===== config.mk =====
export PLATFORM = sky130hd
export DESIGN_NAME = keyed_wdt
export DESIGN_NICKNAME = d
export VERILOG_FILES = /design/src/rtl/keyed_wdt_pkg.sv /design/src/rtl/kw_post_slot.sv /design/src/rtl/kw_key_seq.sv /design/src/rtl/kw_prescale.sv /design/src/rtl/kw_counter.sv /design/src/rtl/keyed_wdt.sv
export SDC_FILE = /design/constraint.sdc
export NUM_CORES = 1
export LEC_CHECK = 0
export CORE_MARGIN = 2
export CORE_UTILIZATION = 65
export DETAILED_ROUTE_END_ITERATION = 12
export GPL_ROUTABILITY_DRIVEN = 0
export GPL_TIMING_DRIVEN = 1
export PLACE_DENSITY = 0.85
export SLEW_MARGIN = 5
export SYNTH_ARGS = -nofsm -noshare
export SYNTH_HDL_FRONTEND = slang
export SYNTH_HIERARCHICAL = 1
export SYNTH_SLANG_ARGS = --single-unit

===== constraint.sdc =====
create_clock -name clk -period 9.4 [get_ports clk]
set_input_delay 0.94 -clock clk [delete_from_list [all_inputs] [get_ports clk]]
set_output_delay 0.94 -clock clk [all_outputs]
set_load 0.05 [all_outputs]

===== src/rtl/keyed_wdt_pkg.sv =====
package keyed_wdt_pkg;

    localparam int REG_W   = 32;
    localparam int ADDR_W  = 3;
    localparam int RATIO_W = 3;
    localparam int NUM_POST = 4;
    localparam int DIV_W   = (1 << RATIO_W) - 1;

    localparam logic [ADDR_W-1:0] ADR_SETUP = 3'd0;
    localparam logic [ADDR_W-1:0] ADR_RELOAD = 3'd1;
    localparam logic [ADDR_W-1:0] ADR_TRIG  = 3'd2;
    localparam logic [ADDR_W-1:0] ADR_KEY   = 3'd3;
    localparam logic [ADDR_W-1:0] ADR_PEND  = 3'd4;
    localparam logic [ADDR_W-1:0] ADR_COUNT = 3'd5;

    localparam int SLOT_SETUP  = 0;
    localparam int SLOT_RELOAD = 1;
    localparam int SLOT_TRIG   = 2;
    localparam int SLOT_KEY    = 3;

    localparam logic [15:0] KEY_HALT_FIRST = 16'hAAAA;
    localparam logic [15:0] KEY_HALT_SECOND = 16'h5555;
    localparam logic [15:0] KEY_ARM_FIRST  = 16'hBBBB;
    localparam logic [15:0] KEY_ARM_SECOND = 16'h4444;

    typedef enum logic [1:0] {
        SEQ_IDLE,
        SEQ_HALT_HALF,
        SEQ_ARM_HALF
    } seq_state_e;

    typedef struct packed {
        logic [RATIO_W-1:0] ratio;
        logic               pre_on;
    } setup_t;

    function automatic logic key_match(logic [REG_W-1:0] v, logic [15:0] k);
        return v == {{(REG_W-16){1'b0}}, k};
    endfunction

    function automatic logic [DIV_W-1:0] ratio_mask(logic [RATIO_W-1:0] r);
        return DIV_W'((1 << r) - 1);
    endfunction

endpackage


===== src/rtl/kw_post_slot.sv =====
module kw_post_slot
    import keyed_wdt_pkg::*;
#(
    parameter int TICKS = 4
) (
    input  logic             clk,
    input  logic             rst,
    input  logic             ref_tick,
    input  logic             wr_stb,
    input  logic [REG_W-1:0] wr_val,
    output logic             pending,
    output logic             landed,
    output logic [REG_W-1:0] held_val
);
    localparam int LW = $clog2(TICKS + 1);

    logic [LW-1:0] left_q;
    logic          pend_q;

    always_ff @(posedge clk) begin
        if (rst) begin
            pend_q   <= 1'b0;
            left_q   <= '0;
            held_val <= '0;
        end else if (wr_stb && !pend_q) begin
            pend_q   <= 1'b1;
            left_q   <= LW'(TICKS);
            held_val <= wr_val;
        end else if (pend_q && ref_tick) begin
            left_q <= left_q - LW'(1);
            if (left_q == LW'(1)) pend_q <= 1'b0;
        end
    end

    assign pending = pend_q;
    assign landed  = pend_q && ref_tick && (left_q == LW'(1));
endmodule


===== src/rtl/kw_key_seq.sv =====
module kw_key_seq
    import keyed_wdt_pkg::*;
(
    input  logic             clk,
    input  logic             rst,
    input  logic             key_landed,
    input  logic [REG_W-1:0] key_val,
    output logic             running,
    output logic             arm_evt
);
    seq_state_e state_q;

    assign arm_evt = key_landed && (state_q == SEQ_ARM_HALF)
                     && key_match(key_val, KEY_ARM_SECOND);

    always_ff @(posedge clk) begin
        if (rst) begin
            state_q <= SEQ_IDLE;
            running <= 1'b0;
        end else if (key_landed) begin
            case (state_q)
                SEQ_IDLE: begin
                    if (key_match(key_val, KEY_ARM_FIRST))       state_q <= SEQ_ARM_HALF;
                    else if (key_match(key_val, KEY_HALT_FIRST)) state_q <= SEQ_HALT_HALF;
                    else                                         state_q <= SEQ_IDLE;
                end
                SEQ_HALT_HALF: begin
                    if (key_match(key_val, KEY_HALT_SECOND)) running <= 1'b0;
                    state_q <= SEQ_IDLE;
                end
                SEQ_ARM_HALF: begin
                    if (key_match(key_val, KEY_ARM_SECOND)) running <= 1'b1;
                    state_q <= SEQ_IDLE;
                end
                default: state_q <= SEQ_IDLE;
            endcase
        end
    end
endmodule


===== src/rtl/kw_prescale.sv =====
module kw_prescale
    import keyed_wdt_pkg::*;
(
    input  logic   clk,
    input  logic   rst,
    input  logic   ref_tick,
    input  logic   running,
    input  setup_t setup,
    output logic   step
);
    logic [DIV_W-1:0] div_q;
    logic [DIV_W-1:0] lim;
    logic             wrap;

    assign lim  = ratio_mask(setup.ratio);
    assign wrap = (div_q == lim);
    assign step = running && ref_tick && (!setup.pre_on || wrap);

    always_ff @(posedge clk) begin
        if (rst || !running) begin
            div_q <= '0;
        end else if (ref_tick) begin
            div_q <= wrap ? '0 : div_q + DIV_W'(1);
        end
    end
endmodule


===== src/rtl/kw_counter.sv =====
module kw_counter #(
    parameter int CNT_W = 32
) (
    input  logic             clk,
    input  logic             rst,
    input  logic             step,
    input  logic             reload,
    input  logic [CNT_W-1:0] reload_val,
    output logic [CNT_W-1:0] count,
    output logic             expire
);
    always_ff @(posedge clk) begin
        if (rst) begin
            count  <= '0;
            expire <= 1'b0;
        end else begin
            expire <= 1'b0;
            if (reload) begin
                count <= reload_val;
            end else if (step) begin
                if (&count) begin
                    count  <= reload_val;
                    expire <= 1'b1;
                end else begin
                    count <= count + CNT_W'(1);
                end
            end
        end
    end
endmodule


===== src/rtl/keyed_wdt.sv =====
module keyed_wdt
    import keyed_wdt_pkg::*;
#(
    parameter int CNT_W      = 32,
    parameter int POST_TICKS = 4
) (
    input  logic              clk,
    input  logic              rst,
    input  logic              ref_tick,
    input  logic              wr_en,
    input  logic [ADDR_W-1:0] wr_addr,
    input  logic [REG_W-1:0]  wr_data,
    input  logic [ADDR_W-1:0] rd_addr,
    output logic [REG_W-1:0]  rd_data,
    output logic              wdt_rst
);
    logic [NUM_POST-1:0] pend_vec;
    logic [NUM_POST-1:0] land_vec;
    logic [REG_W-1:0]    held [NUM_POST];

    setup_t              setup_q;
    logic [CNT_W-1:0]    load_q;
    logic [REG_W-1:0]    trig_q;
    logic                running;
    logic                arm_evt;
    logic                step;
    logic                trig_reload;
    logic [CNT_W-1:0]    count;

    for (genvar i = 0; i < NUM_POST; i++) begin : g_post
        kw_post_slot #(.TICKS(POST_TICKS)) slot_i (
            .clk      (clk),
            .rst      (rst),
            .ref_tick (ref_tick),
            .wr_stb   (wr_en && (wr_addr == ADDR_W'(i))),
            .wr_val   (wr_data),
            .pending  (pend_vec[i]),
            .landed   (land_vec[i]),
            .held_val (held[i])
        );
    end

    assign trig_reload = land_vec[SLOT_TRIG] && (held[SLOT_TRIG] != trig_q);

    always_ff @(posedge clk) begin
        if (rst) begin
            setup_q <= '0;
            load_q  <= '0;
            trig_q  <= '0;
        end else begin
            if (land_vec[SLOT_SETUP] && !running)
                setup_q <= setup_t'(held[SLOT_SETUP][RATIO_W:0]);
            if (land_vec[SLOT_RELOAD] && !running)
                load_q <= held[SLOT_RELOAD][CNT_W-1:0];
            if (trig_reload)
                trig_q <= held[SLOT_TRIG];
        end
    end

    kw_key_seq seq_i (
        .clk        (clk),
        .rst        (rst),
        .key_landed (land_vec[SLOT_KEY]),
        .key_val    (held[SLOT_KEY]),
        .running    (running),
        .arm_evt    (arm_evt)
    );

    kw_prescale pre_i (
        .clk      (clk),
        .rst      (rst),
        .ref_tick (ref_tick),
        .running  (running),
        .setup    (setup_q),
        .step     (step)
    );

    kw_counter #(.CNT_W(CNT_W)) cnt_i (
        .clk        (clk),
        .rst        (rst),
        .step       (step),
        .reload     (trig_reload || arm_evt),
        .reload_val (load_q),
        .count      (count),
        .expire     (wdt_rst)
    );

    always_comb begin
        case (rd_addr)
            ADR_SETUP:  rd_data = REG_W'(setup_q);
            ADR_RELOAD: rd_data = REG_W'(load_q);
            ADR_TRIG:   rd_data = trig_q;
            ADR_PEND:   rd_data = REG_W'(pend_vec);
            ADR_COUNT:  rd_data = REG_W'(count);
            default:    rd_data = '0;
        endcase
    end
endmodule


* Word-level counts from Yosys, hierarchy flattened
Index checks and enable logic that the tools add are counted.
Widths: inputs -> output; s select.
** Word-level totals
- Word-level logic and storage cells :: 143
- Output and inout bits :: 33
- Input port bits :: 42
- Register bits after elaboration :: 227
** Operators by class
- Add/sub/neg operators :: 7
- Muxes and demuxes :: 32
- Shift operators :: 1
- Equality and inequality tests :: 21
- Reductions and logical operators :: 56
- Bitwise gates (word level) :: 1
** Operator list (count)
- $pmux 32 s5 :: 1
- $mux 32 :: 3
- $eq 32x15->1 const B :: 2
- $eq 32x16->1 const B :: 2
- $add 32x1->32 const B :: 1
- $ne 32x32->1 :: 1
- $reduce_and 32->1 :: 1
- $mux 3 :: 8
- $logic_and 1x1->1 :: 23
- $reduce_bool 2->1 :: 10
- $eq 3x1->1 const B :: 6
- $mux 1 :: 16
- $sub 3x1->3 const B :: 4
- $eq 3x2->1 const B :: 3
- $reduce_and 2->1 :: 4
- $reduce_or 2->1 :: 4
- $add 7x1->7 const B :: 1
- $eq 7x7->1 :: 1
- $mux 7 :: 1
- $shl 1x3->7 const A :: 1
- $sub 7x2->7 const B :: 1
- $eq 3x3->1 const B :: 2
- $logic_not 1->1 :: 6
- $logic_not 3->1 :: 2
- 11 further kinds :: 14

* Longest topological paths before layout
Gate-level depths: netlist of the first run.
- Depth in word-level cells :: 7
- Gate-level depth with buffers :: 15
- Mapped depth without buffers :: 13

* By module
Netlist of the first run, hierarchy kept.
** By module, submodules not included
- kw_post_slot :: sequential area each 720.7 µm², cells an instance 165, instances 4, area an instance 1363.8 µm²
- keyed_wdt :: sequential area each 1361.3 µm², cells an instance 464, instances 1, area an instance 3789.9 µm²
- kw_counter :: sequential area each 660.6 µm², cells an instance 303, instances 1, area an instance 2333.5 µm²
- kw_prescale :: sequential area each 140.1 µm², cells an instance 72, instances 1, area an instance 620.6 µm²
- kw_key_seq :: sequential area each 60.1 µm², cells an instance 38, instances 1, area an instance 341.6 µm²

* Worst setup path before layout of the first run
OpenSTA, ideal clock, no wires.
- Path kind :: input port to output port
- Start :: in rd_addr[0]
- End :: out rd_data[10]
- Stages :: 6
- Buffers on the path :: 3
- Data required time :: 8460 ps
- Arrival :: 2860 ps
- Setup slack :: 5600 ps
- Cell sequence :: buf_2 -> nor2b_1 -> buf_2 -> buf_2 -> a22oi_1 -> o21ai_0
** On the way
- Cells in the longest elaborated chain, start to end :: 2
- Elaborated cells on any way between the ends :: 6
- Those cells by class :: eq/ne (4); mux (1); reduce/logical (1)
** RTL lines
- from (decl) :: line keyed_wdt.sv:13 : input logic [ADDR_W-1:0] rd_addr,
- $eq 3x3->1 (tied with other cells) :: line keyed_wdt.sv:89 : case (rd_addr)
- $pmux 32 s5 * :: line keyed_wdt.sv:89
- to (decl) :: line keyed_wdt.sv:14 : output logic [REG_W-1:0] rd_data,
Every way passes the cells marked *; elsewhere a longest branch is shown, timed or not.

* Worst setup path in the final report of the first run
- Start :: in rd_addr[0]
- End :: out rd_data[25]
The elaborated chain is that of the path after synthesis.

==> flow_summary.ini, run 1 <==
[status]
status = complete, no violations

[cells_and_area]
stdcell_count = 1673
final_common_cell = nand2_1
num-fill-cells = 1292
areaGrowthSynthToFinish_pct = 11.56
postLayoutCellArea_sq_mm = 0.01295
post-route-util = 0.7460
final_cell_mix = 331 x nand2_1, 227 x dfxtp_1, 167 x a21oi_1
layout-drive-gt1-share = 0.06980
nets = 1484

[worst_setup_path]
cpMostUsedCell = clkdlybuf4s50_1
critical_path_class = input pin to output port
worstPathArrival_ns = 4.89
worstPathCellList = clkdlybuf4s50_1, nor2b_2, and2_1, nand2_1, o21ai_0, clkdlybuf4s50_1
crit_path_top_delay_cell = nor2b_2
max_stage_delay_ns = 1.09
worstPathRequired_ns = 8.46
crit_path_max_fanout = 30
worstPathBufferInverterCount = 2
cp-end-kind = output port
cp_top_family = simple AND/OR/NAND/NOR gates
worstSetupStartpointType = input pin

[clock_tree]
cts_root_buffer = clkbuf_16
post_cts_resized = 0
cts_tree = built
clkTransAtPathRegs_ns = 0.05
cts_buffer_depth = 3
clock_latency_ns = 0.54
holdBufCountCts = 0
cts_sinks = 227
postCtsSetupBuffers = 0
htree_levels = 1
cts_made_buffers = 25

[global_route]
first_global_vias = 9539
overflow = 0
antenna_found_initial = 1
grt_pass1_wl_um = 50830
grt_max_degree = 105
grt_use_total = 0.3392

[sta]
finalHoldViolations = 0
setup_violations = 0
rsz0062_at_grt = no
max_clock_freq_mhz = 171.6
fin_ws_ns = 3.574
min_period_over_period = 0.6198
period_needed_ns = 5.826
skew_ns = 0.01947
slew_viol_final = 0
worst_pin_slew_ns = 1.296
slew_headroom = 0.1321
setup_tns_ns = 0

[floorplan]
die_h_um = 137.6
die_w_um = 137.6
die_area_sq_mm = 0.01894
fp.coreArea_sq_mm = 0.01736
pin_count = 75
initial_core_util = 0.6688
row_count = 48

[yosys]
syn_nets = 1479
syn_inst = 1423
synth_area_per_cell_sq_um = 8.157
ys_warn_count = 6
syn_area_sq_mm = 0.01161

[pwr]
power_density_mw_per_mm2 = 167.2
power_leakage_nw = 4.089
ir_drop_mv = 0.1630

[routing]
first_iter_violations = 1323
drc = 0
totalWireLength_um = 32040
drt-pass1-iter-count = 6
ant_nets = 0
num_vias = 10570
viasPerCell = 6.316
wire_per_inst_um = 19.15

[placement]
dp.cells = 1626
place_area_sq_mm = 0.01203
post-dp-hpwl_um = 21100
portBuffers = 74
preCtsSetupSlack_ns = 3.734

[flow_run]
cap_violations = 0

[worst_hold_path]
min-delay-path-class = register to register
-- routing by layer --
metal,vias to the layer above,global-route usage,share of wire
li1,4946,-,-
met1,4961,0.4797,0.41
met2,569,0.5315,0.46
met3,90,0.05519,0.10
met4,0,0.1054,0.028
met5,-,0,0
-- final timing paths --
path	slack, ns	startpoint	end	cells after the start
setup / recovery	3.57	rd_addr[0]	rd_data[25]	6
hold / removal	0.45	g_post[1].slot_i/held_val[3]	load_q[3]	2
setup reg to reg	4.73	setup_q[3]	cnt_i/count[29]	13
hold reg to reg	0.45	g_post[1].slot_i/held_val[3]	load_q[3]	2
-- power by group --
group | internal (mW) | switching (mW)
sequential | 0.974 | 0.0121
clock | 0.659 | 0.408
combinational | 0.0430 | 0.0686
-- registers in the layout, summed over array words and instances, names as in the netlist --
signal / flops
cnt_i/count: 32
cnt_i/expire: 1
g_post.slot_i/held_val: 100
g_post.slot_i/left_q: 12
g_post.slot_i/pending: 4
load_q: 32
pre_i/div_q: 7
seq_i/running: 1
seq_i/state_q: 2
setup_q: 4
trig_q: 32
-- cell type report --
type	count	area, sq um	share of cell area
diodes	1	2.502	0.0001933
clock buffers	35	733.2	0.05662
clock inverters	11	186.4	0.01440
inverters	30	112.6	0.008696
multi-input cells	1059	6264	0.4837
flip-flops and latches	227	4544	0.3510
well taps	225	281.5	0.02174
repair buffers	85	824.5	0.06368
-- worst min-delay path, cell delays in order (launching register included) --
cell	delay, ns
dfxtp_1	0.31
nand2_1	0.05
a21oi_1	0.05
-- metrics by stage --
stage | total power [mW] | hold WS [ns]
5_1_grt | 2.225 | 0.4682
3_3_place_gp | 1.112 | 0.4375
3_5_place_dp | 1.116 | 0.4444
4_1_cts | 2.167 | 0.4538
2_1_floorplan | 1.077 | 0.4321
6_report | 2.165 | 0.4549
Note: power is estimated with default switching activity, not from simulation.
==> run 2, diff against run 1 <==
- CORE_UTILIZATION: 65 -> 55
- PLACE_DENSITY: 0.85 -> 0.77
- clock period: 9.4 -> 4.9 ns (I/O delays scaled with it)
==> flow_summary.ini, run 2 (synthesized netlist as in run 1, its figures left out) <==
[routing]
ant_nets = 0
num_vias = 10280
first_iter_violations = 912
wire_per_inst_um = 18.09
totalWireLength_um = 31190
drc = 0
drt-pass1-iter-count = 6
viasPerCell = 5.962

[placement]
post-dp-hpwl_um = 21580
portBuffers = 74
preCtsSetupSlack_ns = 1.184

[clock_tree]
clkTransAtPathRegs_ns = 0.07
cts_tree = built
postCtsSetupBuffers = 0
cts_made_buffers = 24
post_cts_resized = 0
htree_levels = 1
cts_root_buffer = clkbuf_16
clock_latency_ns = 0.52
cts_buffer_depth = 3
holdBufCountCts = 0
cts_sinks = 227

[floorplan]
row_count = 53
die_area_sq_mm = 0.02228
initial_core_util = 0.5557
pin_count = 75
die_w_um = 149.3
fp.coreArea_sq_mm = 0.02089
die_h_um = 149.3

[global_route]
antenna_found_initial = 0
grt.busiest_layer = met2
overflow = 0
grt_max_degree = 194
grt_pass1_wl_um = 49700
use_met1 = 0.3889
use_met3 = 0.04648
grt_use_met2 = 0.4357
first_global_vias = 9357
grt_use_total = 0.2772

[worst_setup_path]
crit_path_max_fanout = 16
cp-end-kind = output port
critical_path_class = input pin to output port
worstSetupStartpointType = input pin
worstPathArrival_ns = 3.23
worstPathRequired_ns = 4.41

[flow_run]
cap_violations = 0

[cells_and_area]
areaGrowthSynthToFinish_pct = 11.86
diodes = 0
largest_register = g_post.slot_i/held_val
multi_input_area_sq_mm = 0.006261
layout-drive-gt1-share = 0.07108
final_common_cell = nand2_1
largest_register_ffs = 100
num-fill-cells = 1832
final_cell_mix = 331 x nand2_1, 227 x dfxtp_1, 167 x a21oi_1
register_area_sq_mm = 0.004544
nets = 1487

[sta]
setup_tns_ns = 0
finalHoldViolations = 0
rsz0062_at_grt = no
skew_ns = 0.01225
min_period_over_period = 0.7601
slew_viol_final = 0
setup_violations = 0
worst_pin_slew_ns = 1.208
period_needed_ns = 3.725
max_clock_freq_mhz = 268.5
fin_hold_ws_ns = 0.3995
slew_headroom = 0.1949
fin_ws_ns = 1.175

[pwr]
power_leakage_nw = 4.085
pwr-share-clk = 0.478
comb_power_share = 0.053
p_sw_frac = 0.2237
intPower_mw = 3.134
power_density_mw_per_mm2 = 310.9
ir_drop_mv = 0.2418
p_switching_uw = 902.9
seqPwrFrac = 0.469

[worst_hold_path]
min-delay-path-class = input pin to register

[status]
status = complete, no violations
==> run 2: cell count changes in the layout (fill, tap and decap cells not counted), sizes merged <==
| cell | delta |
|---|---|
| buf | +4 |
| clkbuf | -2 |
| clkinv | +2 |
| bufinv | -1 |
| diode | -1 |
| inv | -1 |
==> run 2: power groups by stage <==
stage,clock (mW),combinational (mW),sequential [mW]
floorplan,0,0.142,1.92
global placement,0,0.207,1.93
detailed placement,0,0.211,1.93
CTS,1.95,0.212,1.89
global route,2.04,0.231,1.89
finish,1.93,0.213,1.89
==> run 2: final cells by class <==
type,count,share of cell area
Clock buffer,33,0.05512
Clock inverter,11,0.01070
Inverter,30,0.008673
Multi-Input combinational cell,1059,0.4822
Sequential cell,227,0.3500
Tap cell,275,0.02650
Timing Repair Buffer,89,0.06678
==> run 2: metal layers <==
layer | vias up | routed length (um)
met2 | 422 | 14020
met1 | 4829 | 13650
met5 | - | 0
li1 | 4958 | -
met4 | 0 | 993
met3 | 69 | 2520
==> run 2: path summary, 6_finish.rpt <==
path	cells after the start	end	slack, ns	startpoint
min reg2reg	2	load_q[11]	0.45	g_post[1].slot_i/held_val[11]
min	2	cnt_i/count[12]	0.40	rst
max	6	rd_data[19]	1.18	rd_addr[1]
max reg2reg	15	cnt_i/count[12]	1.21	setup_q[3]
==> run 2: worst max-delay path, stage by stage <==
cell and delay [ns]:
clkdlybuf4s50_1 0.65, nor2b_2 0.60, buf_4 0.30, a22oi_1 0.10
o21ai_0 0.23, clkdlybuf4s50_1 0.85
==> run 2: metrics by stage <==
stage                     area [sq um]  power, mW  instances    util
final                            12980      4.037       1724  0.6216
after global routing             12980      4.163       1724  0.6216
after CTS                        12980      4.053       1724  0.6216
after detailed placement         12130      2.144       1680  0.5807
after global placement           12130      2.139       1680  0.5807
after floorplan                  11610      2.066       1423       -
